===== src/rtl/pan_pkg.sv =====
package pan_pkg;
  localparam int REG_W = 32;
  localparam int DEP_W = 3;
  localparam int BPP_W = 3;

  typedef enum logic [1:0] {S_IDLE, S_YDIV, S_XDIV, S_END} pan_st_e;

  // bits per pixel for a depth code; 0 marks an unsupported code
  function automatic logic [5:0] depth_bits(input logic [DEP_W-1:0] code);
    case (code)
      3'd0:    return 6'd8;
      3'd1:    return 6'd15;
      3'd2:    return 6'd16;
      3'd3:    return 6'd24;
      3'd4:    return 6'd32;
      default: return 6'd0;
    endcase
  endfunction
endpackage


===== src/rtl/pan_decode.sv =====
module pan_decode
  import pan_pkg::*;
#(
  parameter int OFS_W = 27,
  parameter int PIT_W = 11,
  localparam int PIX_W = PIT_W + 3,
  localparam int STR_W = PIX_W + 2
) (
  input  logic [REG_W-1:0] offset_i,
  input  logic [REG_W-1:0] pitch_i,
  input  logic [DEP_W-1:0] depth_i,
  output logic [OFS_W-1:0] ofs_o,
  output logic [PIX_W-1:0] pix_o,
  output logic [BPP_W-1:0] bpp_o,
  output logic [STR_W-1:0] stride_o,
  output logic             valid_o,
  output logic             zero_o
);
  logic [5:0] bits;
  logic [6:0] bits_rnd;
  logic       unused_hi;

  assign unused_hi = ^{offset_i[REG_W-1:OFS_W], pitch_i[REG_W-1:PIT_W]};

  always_comb begin
    bits     = depth_bits(depth_i);
    bits_rnd = {1'b0, bits} + 7'd7;
    ofs_o    = offset_i[OFS_W-1:0];
    pix_o    = {pitch_i[PIT_W-1:0], 3'b000};
    bpp_o    = bits_rnd[5:3];
    stride_o = STR_W'(pix_o) * STR_W'(bpp_o);
    valid_o  = (bits != 6'd0);
    zero_o   = (pitch_i[PIT_W-1:0] == '0);
  end
endmodule


===== src/rtl/pan_div.sv =====
module pan_div #(
  parameter int NW = 27,
  parameter int DW = 16,
  localparam int CW = $clog2(NW + 1)
) (
  input  logic          clk_i,
  input  logic          rst_ni,
  input  logic          go_i,
  input  logic [NW-1:0] num_i,
  input  logic [DW-1:0] den_i,
  output logic          done_o,
  output logic [NW-1:0] quot_o,
  output logic [DW-1:0] rem_o
);
  logic [NW-1:0] q_q;
  logic [DW-1:0] r_q, den_q;
  logic [CW-1:0] cnt_q;
  logic          run_q, done_q;
  logic [DW:0]   trial, diff;
  logic          take;

  always_comb begin
    trial = {r_q, q_q[NW-1]};
    diff  = trial - {1'b0, den_q};
    take  = (trial >= {1'b0, den_q});
  end

  always_ff @(posedge clk_i or negedge rst_ni) begin
    if (!rst_ni) begin
      q_q    <= '0;
      r_q    <= '0;
      den_q  <= '0;
      cnt_q  <= '0;
      run_q  <= 1'b0;
      done_q <= 1'b0;
    end else begin
      done_q <= 1'b0;
      if (go_i) begin
        q_q   <= num_i;
        r_q   <= '0;
        den_q <= den_i;
        cnt_q <= CW'(NW);
        run_q <= 1'b1;
      end else if (run_q) begin
        q_q   <= {q_q[NW-2:0], take};
        r_q   <= take ? diff[DW-1:0] : trial[DW-1:0];
        cnt_q <= cnt_q - 1'b1;
        if (cnt_q == CW'(1)) begin
          run_q  <= 1'b0;
          done_q <= 1'b1;
        end
      end
    end
  end

  assign done_o = done_q;
  assign quot_o = q_q;
  assign rem_o  = r_q;
endmodule


===== src/rtl/pan_split.sv =====
module pan_split
  import pan_pkg::*;
#(
  parameter int OFS_W = 27,
  parameter int PIT_W = 11,
  localparam int PIX_W = PIT_W + 3,
  localparam int STR_W = PIX_W + 2
) (
  input  logic             clk_i,
  input  logic             rst_ni,
  input  logic             start_i,
  input  logic [REG_W-1:0] offset_i,
  input  logic [REG_W-1:0] pitch_i,
  input  logic [DEP_W-1:0] depth_i,
  output logic             busy_o,
  output logic             done_o,
  output logic [PIX_W-1:0] vwidth_o,
  output logic [PIX_W-1:0] xoff_o,
  output logic [OFS_W-1:0] yoff_o,
  output logic             misalign_o,
  output logic             err_o
);
  logic [OFS_W-1:0] d_ofs;
  logic [PIX_W-1:0] d_pix;
  logic [BPP_W-1:0] d_bpp;
  logic [STR_W-1:0] d_stride;
  logic             d_valid, d_zero;

  pan_decode #(.OFS_W(OFS_W), .PIT_W(PIT_W)) u_dec (
    .offset_i (offset_i),
    .pitch_i  (pitch_i),
    .depth_i  (depth_i),
    .ofs_o    (d_ofs),
    .pix_o    (d_pix),
    .bpp_o    (d_bpp),
    .stride_o (d_stride),
    .valid_o  (d_valid),
    .zero_o   (d_zero)
  );

  pan_st_e          st_q;
  logic             go_q;
  logic [OFS_W-1:0] num_q;
  logic [STR_W-1:0] den_q;
  logic [PIX_W-1:0] pix_q;
  logic [BPP_W-1:0] bpp_q;
  logic [OFS_W-1:0] yq_q;
  logic             bad_q;
  logic             div_done;
  logic [OFS_W-1:0] div_quot;
  logic [STR_W-1:0] div_rem;
  logic             unused_quot;

  assign unused_quot = ^div_quot[OFS_W-1:PIX_W];

  pan_div #(.NW(OFS_W), .DW(STR_W)) u_div (
    .clk_i  (clk_i),
    .rst_ni (rst_ni),
    .go_i   (go_q),
    .num_i  (num_q),
    .den_i  (den_q),
    .done_o (div_done),
    .quot_o (div_quot),
    .rem_o  (div_rem)
  );

  always_ff @(posedge clk_i or negedge rst_ni) begin
    if (!rst_ni) begin
      st_q       <= S_IDLE;
      go_q       <= 1'b0;
      num_q      <= '0;
      den_q      <= '0;
      pix_q      <= '0;
      bpp_q      <= '0;
      yq_q       <= '0;
      bad_q      <= 1'b0;
      done_o     <= 1'b0;
      vwidth_o   <= '0;
      xoff_o     <= '0;
      yoff_o     <= '0;
      misalign_o <= 1'b0;
      err_o      <= 1'b0;
    end else begin
      go_q   <= 1'b0;
      done_o <= 1'b0;
      case (st_q)
        S_IDLE: if (start_i) begin
          pix_q <= d_pix;
          bpp_q <= d_bpp;
          bad_q <= !d_valid;
          if (!d_valid || d_zero) begin
            st_q <= S_END;
          end else begin
            num_q <= d_ofs;
            den_q <= d_stride;
            go_q  <= 1'b1;
            st_q  <= S_YDIV;
          end
        end
        S_YDIV: if (div_done) begin
          if (div_rem == '0) begin
            yoff_o     <= div_quot;
            xoff_o     <= '0;
            misalign_o <= 1'b0;
            vwidth_o   <= pix_q;
            err_o      <= 1'b0;
            done_o     <= 1'b1;
            st_q       <= S_IDLE;
          end else begin
            // second pass: remainder bytes to pixels
            yq_q  <= div_quot;
            num_q <= OFS_W'(div_rem);
            den_q <= STR_W'(bpp_q);
            go_q  <= 1'b1;
            st_q  <= S_XDIV;
          end
        end
        S_XDIV: if (div_done) begin
          yoff_o     <= yq_q;
          xoff_o     <= div_quot[PIX_W-1:0];
          misalign_o <= 1'b1;
          vwidth_o   <= pix_q;
          err_o      <= 1'b0;
          done_o     <= 1'b1;
          st_q       <= S_IDLE;
        end
        default: begin
          if (bad_q) begin
            yoff_o     <= '0;
            xoff_o     <= '0;
            misalign_o <= 1'b0;
            vwidth_o   <= '0;
            err_o      <= 1'b1;
          end
          done_o <= 1'b1;
          st_q   <= S_IDLE;
        end
      endcase
    end
  end

  assign busy_o = (st_q != S_IDLE);
endmodule


===== config.mk =====
export PLATFORM = sky130hd
export DESIGN_NAME = pan_split
export DESIGN_NICKNAME = d
export VERILOG_FILES = /design/src/rtl/pan_pkg.sv /design/src/rtl/pan_decode.sv /design/src/rtl/pan_div.sv /design/src/rtl/pan_split.sv
export SDC_FILE = /design/constraint.sdc
export NUM_CORES = 1
export LEC_CHECK = 0
export BUFFER_PORTS_ARGS = -buffer_cell sky130_fd_sc_hd__buf_2
export CORE_MARGIN = 4
export CORE_UTILIZATION = 35
export CTS_BUF_LIST = sky130_fd_sc_hd__clkbuf_4 sky130_fd_sc_hd__clkbuf_8
export CTS_CLUSTER_SIZE = 10
export DETAILED_ROUTE_END_ITERATION = 10
export HOLD_SLACK_MARGIN = 0.15
export SKIP_LAST_GASP = 1
export SLEW_MARGIN = 25
export SYNTH_ARGS = -nofsm -noshare
export SYNTH_HDL_FRONTEND = slang
export SYNTH_SLANG_ARGS = --single-unit

===== constraint.sdc =====
create_clock -name clk_i -period 4 [get_ports clk_i]
set_clock_uncertainty 0.05 [all_clocks]
set_input_delay 0.8 -clock clk_i [delete_from_list [all_inputs] [get_ports clk_i]]
set_output_delay 0.8 -clock clk_i [all_outputs]
set_load 0.1 [all_outputs]

==> flow_summary.yaml, run 1 <==
sta:
  setup_violations: 0
  fmax_mhz: 257
  max_slew_margin_pct: 34.8
  fin_crit_ps: 3890
  worst_slew_pin_slew_ps: 975
  final_hold_viol_count: 0
  fin_crit_sh_pct: 97.3
  slew_viol_final: 0
  layout_setup_ws_ps: 107
logic_synthesis:
  async_reset_ff_share_pct: 100
  synth_area_sq_um: 11200
  yosysWarnings: 0
  syn_area_per_cell_sq_um: 9.83
  ys_ff_latch: 209
  yosysSeqAreaShare_pct: 46.7
  synth_cell_types: 77
  synth_cells: 1139
  synth_edf_count: 0
  synth_ff_type: "dfrtp_1"
final_layout:
  final_cells: 1680
  diodes: 0
  layout-drive-gt1-share_pct: 23.5
  area.growth.synth_to_final_pct: 16.2
  fin_nets: 1367
pwr:
  p_per_area_nw_per_um2: 910
  p_seq_share_pct: 30.5
  vdd_drop_max_v: 0.000413
  total_power_mw: 11.8
  pwr-share-comb_pct: 51.6
  pwr-share-clk_pct: 17.9
  p_leak_nw: 6.49
  internal-power_mw: 6.14
  p_sw_mw: 5.70
  switching_share_pct: 48.2
critical_path:
  worstPathBufferInverterCount: 3
  path_class: "in -> reg"
  r2r_cells: 6
  required_ps: 4320
  endpoint: "den_q[15]"
  crit_chain: "buf_2 > or3_1 > inv_1 > ha_4 > xnor2_4 > nand2_2 > fa_1 > inv_1 > ha_2 > fa_2 > a211oi_4 > o21bai_1 > or4_4 > a221oi_4 > xnor2_2 > o31ai_2"
  worstSetupStartpoint: "depth_i[1]"
  cp_slowest_cell: "fa_1"
  critPathMaxFanout: 4
  crit_family: "adder cells"
  endpoint_kind: "flop"
  arrival_ps: 4210
  r2r_setup_slack_ps: 1000
  max_stage_delay_ps: 500
  cp.depth: 16
  r2r-start: "u_div.rem_o[7]"
  cp-start-kind: "primary input"
  rr_endpoint: "num_q[14]"
  cpMostUsedCell: "inv_1"
global_routing:
  grt_pass1_vias: 8371
  grt_usage_pct: 15.1
  grt_pass1_wl_mm: 44.5
  antenna_found_initial: 0
  grt_start_max_net_pins: 96
  grt_overflow: 0
floorplanning:
  initial_core_util_pct: 35.5
  core_area_sq_um: 31600
  die_h_microns: 187
  io_pins: 129
  die_area_sq_um: 34900
  die_w_microns: 187
  rows: 65
detailed_routing:
  dr.first_iter.drc_count: 434
  wl_per_cell_microns: 15.8
  drt-pass1-iter-count: 5
  vias: 8457
  postRouteAntennaNets: 0
  drt_wl_total_mm: 26.6
  drc: 0
  via_per_inst: 5.03
placed_design:
  dp_hpwl_mm: 19.0
  port_buffers: 99
  dp_cells: 1612
  pre_cts_ws_ps: -419
  place_congestion: 0.862
cts:
  clk_pin_slew_ps: 60
  cts.path.max_buffers: 3
  htree_levels: 2
  cts_made_buffers: 37
  cts_tree: "done"
  clock_latency_ps: 540
  cts-root-buf: "clkbuf_8"
  cts_sinks: 209
run:
  cap_violations: 0
status:
  status: "finished, final reports clean"
worst_hold_path:
  min_path_type: "in -> async"
## cell usage after synthesis, types with 3 or more instances
| cell type | n | area share [%] |
|---|---|---|
| a211oi_1 | 6 | 0.40 |
| a21o_1 | 8 | 0.54 |
| a21oi_1 | 22 | 0.98 |
| a22o_1 | 31 | 2.4 |
| a311oi_2 | 3 | 0.40 |
| a31oi_1 | 5 | 0.28 |
| and2_1 | 5 | 0.28 |
| and3_1 | 4 | 0.22 |
| buf_2 | 13 | 0.58 |
| buf_4 | 8 | 0.54 |
| buf_6 | 15 | 1.5 |
| clkbuf_1 | 31 | 1.0 |
| clkbuf_2 | 4 | 0.18 |
| dfrtp_1 | 209 | 47 |
| fa_1 | 11 | 2.0 |
| ha_1 | 36 | 4.0 |
| inv_1 | 48 | 1.6 |
| mux2_2 | 43 | 4.3 |
| mux2i_1 | 42 | 3.8 |
| nand2_1 | 251 | 8.4 |
| nand2b_1 | 9 | 0.50 |
| nand3_1 | 66 | 3.0 |
| nand3b_1 | 18 | 1.2 |
| nand4_1 | 3 | 0.17 |
| nor2_1 | 37 | 1.2 |
| nor2b_1 | 4 | 0.22 |
| nor3_1 | 12 | 0.54 |
| nor4_1 | 4 | 0.22 |
| nor4_2 | 5 | 0.56 |
| o211ai_1 | 6 | 0.40 |
| o21a_1 | 3 | 0.20 |
| o21ai_0 | 74 | 3.3 |
| o21bai_1 | 4 | 0.27 |
| o311a_1 | 5 | 0.45 |
| o31ai_1 | 9 | 0.60 |
| or2_2 | 6 | 0.34 |
| or3_1 | 4 | 0.22 |
| xnor2_1 | 16 | 1.3 |
| xor2_1 | 9 | 0.70 |
## metrics by stage
step / instance area (sq um) / hold slack (ps) / TNS [ps] / util, %
global route: 13000 / 322 / -11.2 / 41.2
floorplan: 11200 / 388 / -290 / -
finish: 13000 / 252 / 0 / 41.2
global placement: 12100 / 396 / -1030 / 38.5
detailed placement: 12100 / 402 / -1250 / 38.5
CTS: 12900 / 290 / 0 / 41.0
## layout by cell type, fill, tap and decap left out, drive strengths merged, types with 5 or more instances in the layout
cell type,instances
mux2i,42
xnor2,16
inv,50
o211ai,6
a31oi,5
nand2,252
clkbuf,61
nand3,66
nor3,12
dfrtp,209
o21ai,76
o31ai,10
o311a,5
nor4,9
a21oi,23
fa,11
a311oi,5
nand2b,9
ha,36
xor2,9
buf,143
o21bai,5
mux2,43
a211oi,8
a21o,9
a22o,31
and2,6
or2,6
nor2,39
nand3b,18
## cell families (layout without fill, tap and decap cells)
logic type,count (synthesis),after routing,share of synthesized area [%]
xor+xnor,25,25,1.96
simple gates,439,439,17.9
fa+ha+maj,47,47,5.99
buf+inv,122,259,5.64
compound gates,211,211,13.6
other cells,1,3,0.0335
mux,85,85,8.08
flops,209,209,46.7
## how the worst min path moves through the flow
stage           startpoint     endpoint  cells after the start
2_1_floorplan    num_q[16]    num_q[16]                      2
3_3_place_gp     xoff_o[4]    xoff_o[4]                      2
3_5_place_dp   vwidth_o[7]  vwidth_o[7]                      2
4_1_cts             rst_ni    xoff_o[8]                      1
5_1_grt             rst_ni    xoff_o[8]                      1
6_report            rst_ni    xoff_o[8]                      1
## worst register-to-register path, cell delays in order (launching register included)
cell and delay [ps]:
dfrtp_1 470, nor4_2 410, nand4_1 220, and3_1 490
o21bai_4 880, buf_12 270, o21ai_0 100
## layout make-up
cell class | instances | area, sq um
well taps | 402 | 503
repair buffers | 144 | 871
clock buffers | 60 | 738
flip-flops and latches | 209 | 5230
fillers | 3108 | 18500
clock inverters | 7 | 73.8
multi-input cells | 810 | 5410
inverters | 48 | 180
## power groups by stage
stage | clock [mW] | combinational [mW] | sequential [mW]
after global placement | 0 | 6.04 | 3.62
after CTS | 2.19 | 6.14 | 3.61
final | 2.12 | 6.11 | 3.61
after global routing | 2.28 | 6.68 | 3.73
after detailed placement | 0 | 6.12 | 3.65
after floorplan | 0 | 3.93 | 4.69
## routing by layer
metal	vias to the layer above	global-route usage, %	wire [microns]
li1	4179	-	-
met2	195	23.4	12100
met5	-	0	0
met4	0	4.86	616
met3	38	2.80	1190
met1	4045	21.6	12700
## flip-flops by register name, indices dropped and copies added, names as in the netlist, 5 cells and up
name,count
yoff_o,27
u_div.den_q,16
vwidth_o,11
num_q,27
pix_q,11
u_div.rem_o,16
u_div.cnt_q,5
den_q,16
xoff_o,14
u_div.quot_o,27
yq_q,27
## timing repair
action / in CTS / in global routing
setup endpoints to repair: 0 / 3
hold buffers: 0 / 0
resized for setup: 0 / 9
setup buffers: 0 / 1
Note: power is estimated with default switching activity, not from simulation.
==> inputs of run 2 (changes only) <==
--- a/config.mk
+++ b/config.mk
@@ -13,7 +13,6 @@
 export DETAILED_ROUTE_END_ITERATION = 10
 export HOLD_SLACK_MARGIN = 0.15
 export SKIP_LAST_GASP = 1
-export SLEW_MARGIN = 25
 export SYNTH_ARGS = -nofsm -noshare
 export SYNTH_HDL_FRONTEND = slang
 export SYNTH_SLANG_ARGS = --single-unit
==> constraint.sdc (replaced) <==
create_clock -name clk_i -period 4.1 [get_ports clk_i]
set_clock_uncertainty 0.05 [all_clocks]
set_input_delay 0.82 -clock clk_i [delete_from_list [all_inputs] [get_ports clk_i]]
set_output_delay 0.82 -clock clk_i [all_outputs]
set_load 0.1 [all_outputs]
==> run 2 against run 1 <==
Core utilization fell by 0.35 points. Cell count fell by 0.77%. Non-clock buffer count shrank 9. Global-route usage rose by 0.12 points. Sequential power down 3%. Clock power about the same. Setup slack gained 81 ps. Highest routed layer unchanged. Final area down 0.86%. Worst hold slack worse by 29 ps. Sequential share of layout area rose by 0.35 points. Register-to-register slack improved by 90 ps. Critical path type unchanged. Via count is 0.38% higher.
==> flow_summary.yaml, run 2 (synthesis gave the netlist of run 1 again) <==
critical_path:
  r2r-start: "st_q[1]"
  cp-start-kind: "primary input"
  cp_slowest_cell: "fa_1"
  crit_chain: "buf_2 > or3_1 > inv_1 > ha_2 > xnor2_2 > nand2_2 > fa_1 > inv_1 > ha_2 > fa_2 > a211oi_2 > o21bai_1 > or4_4 > a221oi_2 > xnor2_1 > o31ai_2"
  critPathMaxFanout: 4
  arrival_ps: 4240
  rr_endpoint: "den_q[9]"
  required_ps: 4420
  path_class: "in -> reg"
  max_stage_delay_ps: 500
  r2r_cells: 5
  endpoint_kind: "flop"
  r2r_setup_slack_ps: 1090
sta:
  fin_crit_ps: 3910
  tns_ps: 0
  fmax_mhz: 256
  rsz0062_at_grt: "false"
  worst_slew_pin_slew_ps: 1000
  layout_setup_ws_ps: 188
  slew_viol_final: 0
  max_slew_margin_pct: 33.3
  setup_violations: 0
  fin_crit_sh_pct: 95.4
  final_hold_viol_count: 0
cts:
  cts_resized: 0
  cts_sinks: 209
  cts_setup_buffers: 0
  clk_pin_slew_ps: 60
  clock_latency_ps: 530
  htree_levels: 2
  cts-root-buf: "clkbuf_8"
  cts_made_buffers: 37
  cts_tree: "done"
  cts_hold_buf: 0
  cts.path.max_buffers: 3
detailed_routing:
  drc: 0
  vias: 8489
  via_per_inst: 5.09
  drt-pass1-iter-count: 5
  postRouteAntennaNets: 0
  dr.first_iter.drc_count: 425
  wl_per_cell_microns: 16.0
  drt_wl_total_mm: 26.7
run:
  cap_violations: 0
final_layout:
  diodes: 0
  layout-drive-gt1-share_pct: 22.5
  mostFrequentLayoutCell: "nand2_1"
  final_cell_mix: "250 x nand2_1, 207 x dfrtp_1, 98 x buf_2, 74 x o21ai_0, 66 x nand3_1"
  fin_nets: 1358
  final_core_util_pct: 40.9
  area.growth.synth_to_final_pct: 15.2
  nFillCells: 3160
  final_cells: 1667
placed_design:
  dp_cells: 1604
  dp_hpwl_mm: 18.8
  pre_cts_ws_ps: -358
  place_congestion: 0.848
  port_buffers: 99
pwr:
  p_leak_nw: 6.43
  p_per_area_nw_per_um2: 899
  vdd_drop_max_v: 0.000545
floorplanning:
  die_area_sq_um: 34900
  die_w_microns: 187
  initial_core_util_pct: 35.5
  io_pins: 129
  core_area_sq_um: 31600
  die_h_microns: 187
  rows: 65
global_routing:
  grt_pass1_wl_mm: 44.6
  grt_usage_pct: 15.2
  antenna_found_initial: 0
  grt_pass1_vias: 8490
  grt_start_max_net_pins: 73
  grt_overflow: 0
worst_hold_path:
  min_path_type: "in -> async"
status:
  status: "finished, final reports clean"
run 2: how the worst max path moves through the flow:
stage | start | to | slack [ps]
6_report | depth_i[1] | den_q[15] | 190
4_1_cts | depth_i[1] | den_q[15] | 210
5_1_grt | depth_i[1] | den_q[14] | 2
2_1_floorplan | depth_i[1] | den_q[15] | -150
3_5_place_dp | depth_i[1] | den_q[15] | -360
3_3_place_gp | depth_i[1] | den_q[15] | -270
run 2: final cells by class:
type                    instances  area [sq um]  area share [%]
clock buffers                  54           668            5.18
repair buffers                135           800            6.20
flip-flops and latches        209          5230            40.6
well taps                     402           503            3.90
inverters                      48           180            1.40
multi-input cells             810          5360            41.5
clock inverters                 9           156            1.21
run 2: power by group:
group / internal [mW] / switching, mW / total [mW]
clock network: 1.30 / 0.844 / 2.14
registers: 2.85 / 0.655 / 3.50
logic: 1.91 / 4.04 / 5.95
total: 6.05 / 5.54 / 11.6
run 2: per-layer routing:
| metal | part of all wire [%] | global-route usage, % |
|---|---|---|
| met5 | 0 | 0 |
| met4 | 2.5 | 4.84 |
| met3 | 5.0 | 2.78 |
| met2 | 46 | 24.9 |
| met1 | 47 | 20.7 |
run 2: per-stage QoR:
step | power, mW | hold slack [ps] | area, sq um
2_1_floorplan | 8.41 | 388 | 11200
5_1_grt | 12.4 | 254 | 12900
3_3_place_gp | 9.40 | 395 | 12100
6_report | 11.6 | 223 | 12900
4_1_cts | 11.7 | 220 | 12900
3_5_place_dp | 9.52 | 400 | 12100
run 2: critical path: cells and delay by family:
kind / cells / cell delay [ps]
AOI/OAI and AO/OA: 4 / 710
xor gates and xnor gates: 2 / 300
adders and majority gates: 4 / 1240
buffers and inverters: 3 / 240
and+or+nand+nor: 3 / 930
==> inputs of run 3 (changes only) <==
==> constraint.sdc (replaced) <==
create_clock -name clk_i -period 4.46 [get_ports clk_i]
set_clock_uncertainty 0.05 [all_clocks]
set_input_delay 0.892 -clock clk_i [delete_from_list [all_inputs] [get_ports clk_i]]
set_output_delay 0.892 -clock clk_i [all_outputs]
set_load 0.1 [all_outputs]
==> run 3 against run 2 <==
Critical path depth is the same. Die area unchanged. Sequential power down 8.6%. Non-clock buffer count is 7 lower. Critical endpoint unchanged. Highest routed layer unchanged.
==> flow_summary.yaml, run 3 (synthesis gave the netlist of run 1 again) <==
status:
  status: "finished, final reports clean"
detailed_routing:
  wl_met3_mm: 1.18
  top_layer_used: "met4"
  vias: 8410
  drt-pass1-iter-count: 4
  drt_wl_total_mm: 26.6
  wl_met2_mm: 12.0
  postRouteAntennaNets: 0
  dr.first_iter.drc_count: 526
  m1WireLength_mm: 12.8
  wl_per_cell_microns: 16.0
  via_per_inst: 5.05
  drc: 0
final_layout:
  nFillCells: 3143
  area.growth.synth_to_final_pct: 14.6
  final_core_util_pct: 40.7
  layout-drive-gt1-share_pct: 22.1
  diodes: 0
  final_cell_mix: "251 x nand2_1, 207 x dfrtp_1, 98 x buf_2, 74 x o21ai_0, 66 x nand3_1"
  seqCellArea_sq_um: 5230
  multiInputGateArea_sq_um: 5340
  fin_nets: 1352
  mostFrequentLayoutCell: "nand2_1"
cts:
  htree_levels: 2
  cts_resized: 0
  cts_made_buffers: 38
  cts_setup_buffers: 0
  clock_latency_ps: 530
  cts_tree: "done"
  clk_pin_slew_ps: 60
  cts.path.max_buffers: 3
  cts_hold_buf: 0
  cts-root-buf: "clkbuf_8"
  cts_sinks: 209
sta:
  fmax_mhz: 248
  worst_slew_pin_slew_ps: 1020
  setup_violations: 0
  tns_ps: 0
  fin_crit_sh_pct: 90.4
  max_slew_margin_pct: 32.2
  fin_crit_ps: 4030
  rsz0062_at_grt: "false"
  final_hold_viol_count: 0
  slew_viol_final: 0
global_routing:
  grt_overflow: 0
  grt_start_max_net_pins: 87
  antenna_found_initial: 0
  grt_usage_pct: 15.1
  grt_pass1_wl_mm: 44.6
  grt_pass1_vias: 8495
pwr:
  p_leak_nw: 6.40
  vdd_drop_max_v: 0.000430
  p_per_area_nw_per_um2: 827
placed_design:
  dp_hpwl_mm: 18.6
  place_congestion: 0.839
  port_buffers: 99
floorplanning:
  die_area_sq_um: 34900
  core_area_sq_um: 31600
  initial_core_util_pct: 35.5
  io_pins: 129
  die_w_microns: 187
  rows: 65
  die_h_microns: 187
critical_path:
  cp-start-kind: "primary input"
  path_class: "in -> reg"
  endpoint_kind: "flop"
  arrival_ps: 4340
  critPathMaxFanout: 3
  required_ps: 4770
run:
  cap_violations: 0
worst_hold_path:
  min_path_type: "in -> async"
## run 3: path summary, 6_finish.rpt
path | depth (start not counted) | slack, ps | end | from
min | 1 | 330 | xoff_o[7] | rst_ni
max reg2reg | 7 | 1380 | num_q[5] | u_div.rem_o[7]
min reg2reg | 2 | 410 | vwidth_o[13] | vwidth_o[13]
max | 16 | 430 | den_q[15] | depth_i[1]
max in group asynchronous | 2 | 2910 | num_q[18] | rst_ni
min in group clk_i | 2 | 410 | vwidth_o[13] | vwidth_o[13]
## run 3: worst max-delay path, cell delays in order
cell      delay [ps]
buf_2            100
or3_1            380
inv_1             70
ha_1             150
xnor2_1          160
nand2_1          110
fa_1             510
inv_1             40
ha_1             210
fa_2             360
a211oi_2         250
o21bai_1         160
or4_4            450
a221oi_2         260
xnor2_1          170
o31ai_2           70
## run 3: stage by stage
stage          cells  area, sq um  hold slack [ps]  power (mW)  setup WS (ps)
4_1_cts         1665        12800              356        10.7            478
3_3_place_gp    1597        12000              396        8.64          -48.9
5_1_grt         1665        12800              378        11.4            266
2_1_floorplan   1141        11200              388        7.73           46.3
3_5_place_dp    1597        12000              400        8.73          -62.8
6_report        1665        12800              331        10.6            428
## run 3: layout make-up
type                       instances  area share (%)
clock inverter                     4           0.419
tap                              402            3.92
timing repair buffer             128            5.73
sequential                       209            40.8
inverter                          48            1.40
multi-input combinational        810            41.7
clock buffer                      64            6.09
## run 3: metal layers
layer / track usage, % / vias up
li1: - / 4146
met1: 21.2 / 4050
met2: 23.9 / 172
met3: 2.82 / 42
met4: 4.64 / 0
met5: 0 / -
## run 3: where the power goes
group,internal (mW),switching (mW)
combinational,1.73,3.75
sequential,2.62,0.579
clock,1.16,0.777
total,5.51,5.10
